**src/rtl/smul_pkg.sv**
```systemverilog
package smul_pkg;

  // Weighting rule of a generalized full adder (X, Y, Z in; C, S out).
  //   CELL_T0 :  2C + S = X + Y + Z   (all positive)
  //   CELL_T1 :  2C - S = X + Y - Z   (Z and S negative)
  //   CELL_T2 : -2C + S = -X - Y + Z  (X, Y and C negative)
  //   CELL_T3 : -2C - S = -X - Y - Z  (all negative)
  typedef enum logic [1:0] {
    CELL_T0,
    CELL_T1,
    CELL_T2,
    CELL_T3
  } cell_kind_e;

endpackage

```
**src/rtl/smul_gfa_cell.sv**
```systemverilog
module smul_gfa_cell
  import smul_pkg::*;
#(
  parameter cell_kind_e KIND = CELL_T0
) (
  input  logic x,
  input  logic y,
  input  logic z,
  output logic c,
  output logic s
);

  // The sum bit is parity for every weighting rule.
  assign s = x ^ y ^ z;

  generate
    if (KIND == CELL_T0 || KIND == CELL_T3) begin : g_same_sign
      // All three inputs share one sign: plain majority.
      assign c = (x & y) | (y & z) | (z & x);
    end else begin : g_mixed_sign
      // Z has the opposite sign to X and Y: majority with Z inverted.
      assign c = (x & y) | (y & ~z) | (~z & x);
    end
  endgenerate

endmodule

```
**src/rtl/smul_pp_matrix.sv**
```systemverilog
module smul_pp_matrix #(
  parameter int N = 5
) (
  input  logic [N-1:0]         a,
  input  logic [N-1:0]         b,
  output logic [N-1:0][N-1:0]  pp   // pp[j][i] = a[i] & b[j], weight 2^(i+j)
);

  genvar gj;
  generate
    for (gj = 0; gj < N; gj++) begin : g_row
      assign pp[gj] = a & {N{b[gj]}};
    end
  endgenerate

endmodule

```
**src/rtl/smul_csa_array.sv**
```systemverilog
module smul_csa_array
  import smul_pkg::*;
#(
  parameter int N = 5,
  localparam int PW = 2 * N
) (
  input  logic [N-1:0][N-1:0] pp,
  output logic [PW-1:0]       prod
);

  // Row j, slot i sits at weight 2^(i+j); its carry moves to weight 2^(i+j+1).
  logic [N-1:0][N-1:0] sum_w;
  logic [N-1:0][N-1:0] cry_w;
  // Negatively weighted ripple borrows of the final row.
  logic [N-1:0]        rip_w;

  genvar gi, gj, gk;
  generate
    // Row 0: the low bits pass straight through. The negative top product
    // is split into a positive sum bit and a negative carry.
    for (gi = 0; gi < N - 1; gi++) begin : g_row0
      assign sum_w[0][gi] = pp[0][gi];
      assign cry_w[0][gi] = 1'b0;
    end
    smul_gfa_cell #(.KIND(CELL_T2)) u_row0_top (
      .x(pp[0][N-1]), .y(1'b0), .z(1'b0),
      .c(cry_w[0][N-1]), .s(sum_w[0][N-1])
    );

    // Middle rows: positive cells, plus one left-edge cell that absorbs the
    // negative product and the negative carry from the row above.
    for (gj = 1; gj < N - 1; gj++) begin : g_mid
      for (gi = 0; gi < N; gi++) begin : g_col
        if (gi < N - 1) begin : g_pos
          smul_gfa_cell #(.KIND(CELL_T0)) u_cell (
            .x(pp[gj][gi]), .y(sum_w[gj-1][gi+1]), .z(cry_w[gj-1][gi]),
            .c(cry_w[gj][gi]), .s(sum_w[gj][gi])
          );
        end else begin : g_edge
          smul_gfa_cell #(.KIND(CELL_T2)) u_cell (
            .x(pp[gj][gi]), .y(cry_w[gj-1][gi]), .z(1'b0),
            .c(cry_w[gj][gi]), .s(sum_w[gj][gi])
          );
        end
      end
    end

    // Bottom row: the products with the multiplier sign bit are negative.
    for (gi = 0; gi < N; gi++) begin : g_bot
      if (gi < N - 1) begin : g_neg_pp
        smul_gfa_cell #(.KIND(CELL_T1)) u_cell (
          .x(sum_w[N-2][gi+1]), .y(cry_w[N-2][gi]), .z(pp[N-1][gi]),
          .c(cry_w[N-1][gi]), .s(sum_w[N-1][gi])
        );
      end else begin : g_corner
        // The sign-by-sign product is positive; the carry from above is negative.
        smul_gfa_cell #(.KIND(CELL_T1)) u_cell (
          .x(pp[N-1][gi]), .y(1'b0), .z(cry_w[N-2][gi]),
          .c(cry_w[N-1][gi]), .s(sum_w[N-1][gi])
        );
      end
    end

    // Low product bits leave the array on its right-hand diagonal.
    assign prod[0] = sum_w[0][0];
    for (gj = 1; gj < N - 1; gj++) begin : g_low
      assign prod[gj] = sum_w[gj][0];
    end

    // Final row. The bottom sums are negative and the bottom carries are
    // positive. Each slot outputs a positive bit and a negative borrow.
    smul_gfa_cell #(.KIND(CELL_T2)) u_fin_lo (
      .x(sum_w[N-1][0]), .y(1'b0), .z(1'b0),
      .c(rip_w[0]), .s(prod[N-1])
    );
    for (gk = 1; gk < N; gk++) begin : g_fin
      smul_gfa_cell #(.KIND(CELL_T2)) u_cell (
        .x(sum_w[N-1][gk]), .y(rip_w[gk-1]), .z(cry_w[N-1][gk-1]),
        .c(rip_w[gk]), .s(prod[N-1+gk])
      );
    end
  endgenerate

  // Top bit is negatively weighted. Its value is the parity of the positive
  // corner carry and the last borrow; the carry beyond 2N bits is dropped.
  assign prod[PW-1] = cry_w[N-1][N-1] ^ rip_w[N-1];

endmodule

```
**src/rtl/signed_array_mul.sv**
```systemverilog
module signed_array_mul #(
  parameter int N = 5,
  localparam int PW = 2 * N
) (
  input  logic          clk,
  input  logic          rst,
  input  logic [N-1:0]  a,
  input  logic [N-1:0]  b,
  output logic [PW-1:0] p
);

  logic [N-1:0][N-1:0] pp_w;
  logic [PW-1:0]       prod_w;

  smul_pp_matrix #(.N(N)) u_pp (
    .a  (a),
    .b  (b),
    .pp (pp_w)
  );

  smul_csa_array #(.N(N)) u_arr (
    .pp   (pp_w),
    .prod (prod_w)
  );

  always_ff @(posedge clk) begin
    if (rst) p <= '0;
    else     p <= prod_w;
  end

endmodule

```
**config.mk**
```make
export PLATFORM = sky130hd
export DESIGN_NAME = signed_array_mul
export DESIGN_NICKNAME = d
export VERILOG_FILES = /design/src/rtl/smul_pkg.sv /design/src/rtl/smul_gfa_cell.sv /design/src/rtl/smul_pp_matrix.sv /design/src/rtl/smul_csa_array.sv /design/src/rtl/signed_array_mul.sv
export SDC_FILE = /design/constraint.sdc
export NUM_CORES = 1
export LEC_CHECK = 0
export CAP_MARGIN = 5
export CORE_AREA = 2 2 42 52
export DETAILED_ROUTE_END_ITERATION = 6
export DIE_AREA = 0 0 44 54
export HOLD_SLACK_MARGIN = 0.02
export PLACE_DENSITY = 0.9
export SYNTH_ARGS = -nofsm -noshare
export SYNTH_HDL_FRONTEND = slang
export SYNTH_SLANG_ARGS = --single-unit
```
**constraint.sdc**
```tcl
create_clock -name clk -period 13.5 [get_ports clk]
set_clock_uncertainty 0.2 [all_clocks]
set_input_delay 2.025 -clock clk [delete_from_list [all_inputs] [get_ports clk]]
set_output_delay 2.025 -clock clk [all_outputs]
set_load 0.01 [all_outputs]
```
==> impl.org <==
** Floorplan
- Number of cell rows :: 18
- From bottom edge to top edge, the die measures around 54 µm.
- In this run the horizontal extent of the chip is 44 µm.
- Starting density of the core :: 0.4761
- The floorplan step defined a die boundary enclosing between 2000 and 2500 µm².
- Ports placed on the boundary :: 22
- The floorplan step defined a core boundary enclosing 1937 µm².

** Final layout
- Finished Core Util :: 0.6105
- Compared with the post-synthesis result, the final layout area differs by 28.22%.
- The repair_antennas step left the layout with diodes totalling 0.
- The library cell used most frequently in the layout, excluding fill and tap cells, is sky130_fd_sc_hd__clkdlybuf4s50_1.
- Proportion of layout cells with a drive suffix above 1 :: 0.1217
- The library cells used most frequently in the layout, excluding fill and tap cells, are 21 x sky130_fd_sc_hd__clkdlybuf4s50_1, 20 x sky130_fd_sc_hd__inv_1, 16 x sky130_fd_sc_hd__fa_1.
- Register containing the most flip-flops in the final layout :: p
- After the last flow step, the layout net total stands at around 150.
- Largest registers in the final layout :: p (10)
- Number of inserted filler cells in the final layout :: 145
- The register with the most flip-flops in the layout has 10 of them.

** STA
- Maximum operating frequency :: 0.1533 GHz
- Final Cycle Share :: 0.4831
- Final Max Slew Viols :: 0
- In this run the tightest slew margin relative to its limit is 0.6016.
- Setup repair after global routing left no endpoint under its margin.
- Number of hold-slack violations in the final timing report :: 0
- Final setup fails :: 0
- Time the worst path needs with I/O delays and setup :: 6.522 ns
- After routing, the total negative slack on setup checks comes to 0 ns.
- For the pin with the worst max-slew slack, the measured transition is 0.5957 ns.

** Critical path
- The setup path with the least slack is of type in2reg.
- The worst setup path is captured at a flop.
- Crit path arrival time :: roughly 6.5 ns
- Element type at the critical path start :: input pin
- For the worst setup path, the data required time is about 13 ns.
- Crit path max fanout :: 5

** Pwr
- Worst VDD drop :: roughly 0.064 mV
- Power spread over the standard cell area amounts to roughly 120 nW/µm².
- Reported leakage power :: roughly 0.56 nW

** Worst hold path
- Terminating pin of the worst hold path :: p[0]$_SDFF_PP0_
- Min-Delay Path Class :: in2reg
- WHS Path Cells :: 3
- The worst hold path begins at a[0].

** Clock network
- Number of clock buffers inserted by TritonCTS :: 3
- Clock sink count :: 10
- Post-CTS Setup Inserts :: 0
- Count of cells resized by post-cts repair :: 0
- CTS built an H-tree with a depth of 1.
- The clock passes through at most 2 buffers.
- Number of buffers inserted by hold repair at cts :: 0
- The tree is rooted in a sky130_fd_sc_hd__clkbuf_4.
- CTS tree :: built
- Clock-pin slew was measured on the worst setup and hold paths at approximately 0.07 ns.

** Synthesis
- Post-synthesis average cell area :: between 10 and 15 µm²
- Largest cells by area after synthesis :: sky130_fd_sc_hd__fa_1 35%, sky130_fd_sc_hd__dfxtp_1 22%, sky130_fd_sc_hd__ha_1 11%
- Yosys Warn Count :: 0
- Summing every instance area after synthesis gives just over 900 µm².
- sky130_fd_sc_hd__fa_1 takes more of the synthesized area than any other cell.
- Cell count after synthesis :: 91
- Synthesis instantiated 13 different standard cells from the library.
- Post-Synthesis Net Count :: 127
- Fraction of the yosys area taken by sequential cells :: 0.2171
- Post-synth top area share :: 0.3474
- The synthesized design contains 10 register bits.

** Run
- Total of max-cap violations :: 0

** Global routing
- Largest net degree at the start of global routing :: 11
- The number of global-route vias before repair came to between 600 and 700.
- GRT Residual Overflow :: 0
- The number of antenna violations at the first check in global routing is 0.
- The first global-routing pass estimated about 2.8 mm of wire.
- Across every metal layer, demand over resource in global routing totals 0.1596.

** Drt
- The final layout contains routed wiring with a total length of between 1.5 and 2 mm.
- The pre-antenna-repair detailed-routing pass consisted of 4 iterations.
- DRC violation total after the first TritonRoute iteration :: 5
- DR vias/cell :: between 4 and 5
- In this run the remaining antenna-violating nets after routing total 0.
- In the final routed layout, each cell accounts on average for 11.42 µm.
- Summing over every cut layer, the via total after detailed routing is approximately 640.
- For this run, design rule violations remaining after detail routing come to 0.

** Place
- Once detailed placement completed, the half-perimeter wirelength came to around 1.3 mm.
- Port buffering added 21 buffers.
- Routability-driven placement finished with a final weighted congestion of 0.7966.

** Run status
- The flow ran to the end, and the final reports show no timing, DRC or antenna violations.
-- kinds of logic after synthesis --
group / count (synthesis) / synth area share
adder cells (fa/ha/maj): 24 / 0.4559
flip-flops: 10 / 0.2171
AND/OR/NAND/NOR: 35 / 0.2239
buffers and inverters: 21 / 0.09362
XOR/XNOR: 1 / 0.009500
-- power by group --
part	switching, mW	leakage [nW]	total, mW	internal [mW]
Clock	0.0108	0.0210	0.0271	0.0163
Combinational	0.0345	0.452	0.0756	0.0411
Sequential	0.00170	0.0832	0.0393	0.0376
Total	0.0470	0.556	0.142	0.0950
-- per-layer routing --
metal | up-vias | part of all wire | global-route usage
met3 | 4 | 0.045 | 0.01342
li1 | 308 | - | -
met2 | 16 | 0.52 | 0.2721
met1 | 316 | 0.41 | 0.1970
met4 | 0 | 0.026 | 0.09091
met5 | - | 0 | 0
-- Yosys cell counts (all sizes together) --
library cell / n
inv: 20
fa: 16
and2: 13
nand2: 12
dfxtp: 10
ha: 8
nor2: 5
nor2b: 5
buf: 1
xor2: 1
-- stage by stage --
step	setup slack [ns]	hold WS (ns)	total power [mW]	area (µm²)	instances
floorplan	7.411	1.954	0.08785	922.1	91
global placement	6.804	2.498	0.1115	1146	131
detailed placement	6.689	2.499	0.1173	1146	131
CTS	6.951	2.217	0.1448	1182	135
global route	6.741	2.245	0.1571	1182	135
finish	6.978	2.228	0.1420	1182	135
-- final cells by class --
cell class	instances	area, µm²	area share
repair buffers	21	210.2	0.1778
flip-flops and latches	10	200.2	0.1693
inverters	20	75.07	0.06349
multi-input cells	60	635.6	0.5376
clock buffers	4	36.28	0.03069
well taps	20	25.02	0.02116
-- worst max-delay path by stage --
stage / startpoint / endpoint / slack, ns / cells after the start
3_5_place_dp: a[4] / p[9]$_SDFF_PP0_ / 6.69 / 17
3_3_place_gp: b[1] / p[9]$_SDFF_PP0_ / 6.80 / 16
4_1_cts: a[4] / p[9]$_SDFF_PP0_ / 6.95 / 17
5_1_grt: a[4] / p[9]$_SDFF_PP0_ / 6.74 / 17
2_1_floorplan: b[1] / p[9]$_SDFF_PP0_ / 7.41 / 15
6_report: a[4] / p[9]$_SDFF_PP0_ / 6.98 / 17
-- worst max-delay path: stages --
cell,delay [ns]
sky130_fd_sc_hd__clkdlybuf4s50_1,0.50
sky130_fd_sc_hd__nand2_2,0.12
sky130_fd_sc_hd__inv_1,0.05
sky130_fd_sc_hd__ha_1,0.31
sky130_fd_sc_hd__fa_1,0.50
sky130_fd_sc_hd__inv_1,0.05
sky130_fd_sc_hd__fa_1,0.49
sky130_fd_sc_hd__fa_1,0.55
sky130_fd_sc_hd__inv_1,0.08
sky130_fd_sc_hd__fa_1,0.43
sky130_fd_sc_hd__inv_1,0.08
sky130_fd_sc_hd__fa_1,0.16
sky130_fd_sc_hd__inv_1,0.05
sky130_fd_sc_hd__fa_1,0.41
sky130_fd_sc_hd__fa_1,0.41
sky130_fd_sc_hd__xor2_1,0.19
sky130_fd_sc_hd__nor2_2,0.04
(Power assumes the default switching activity.)
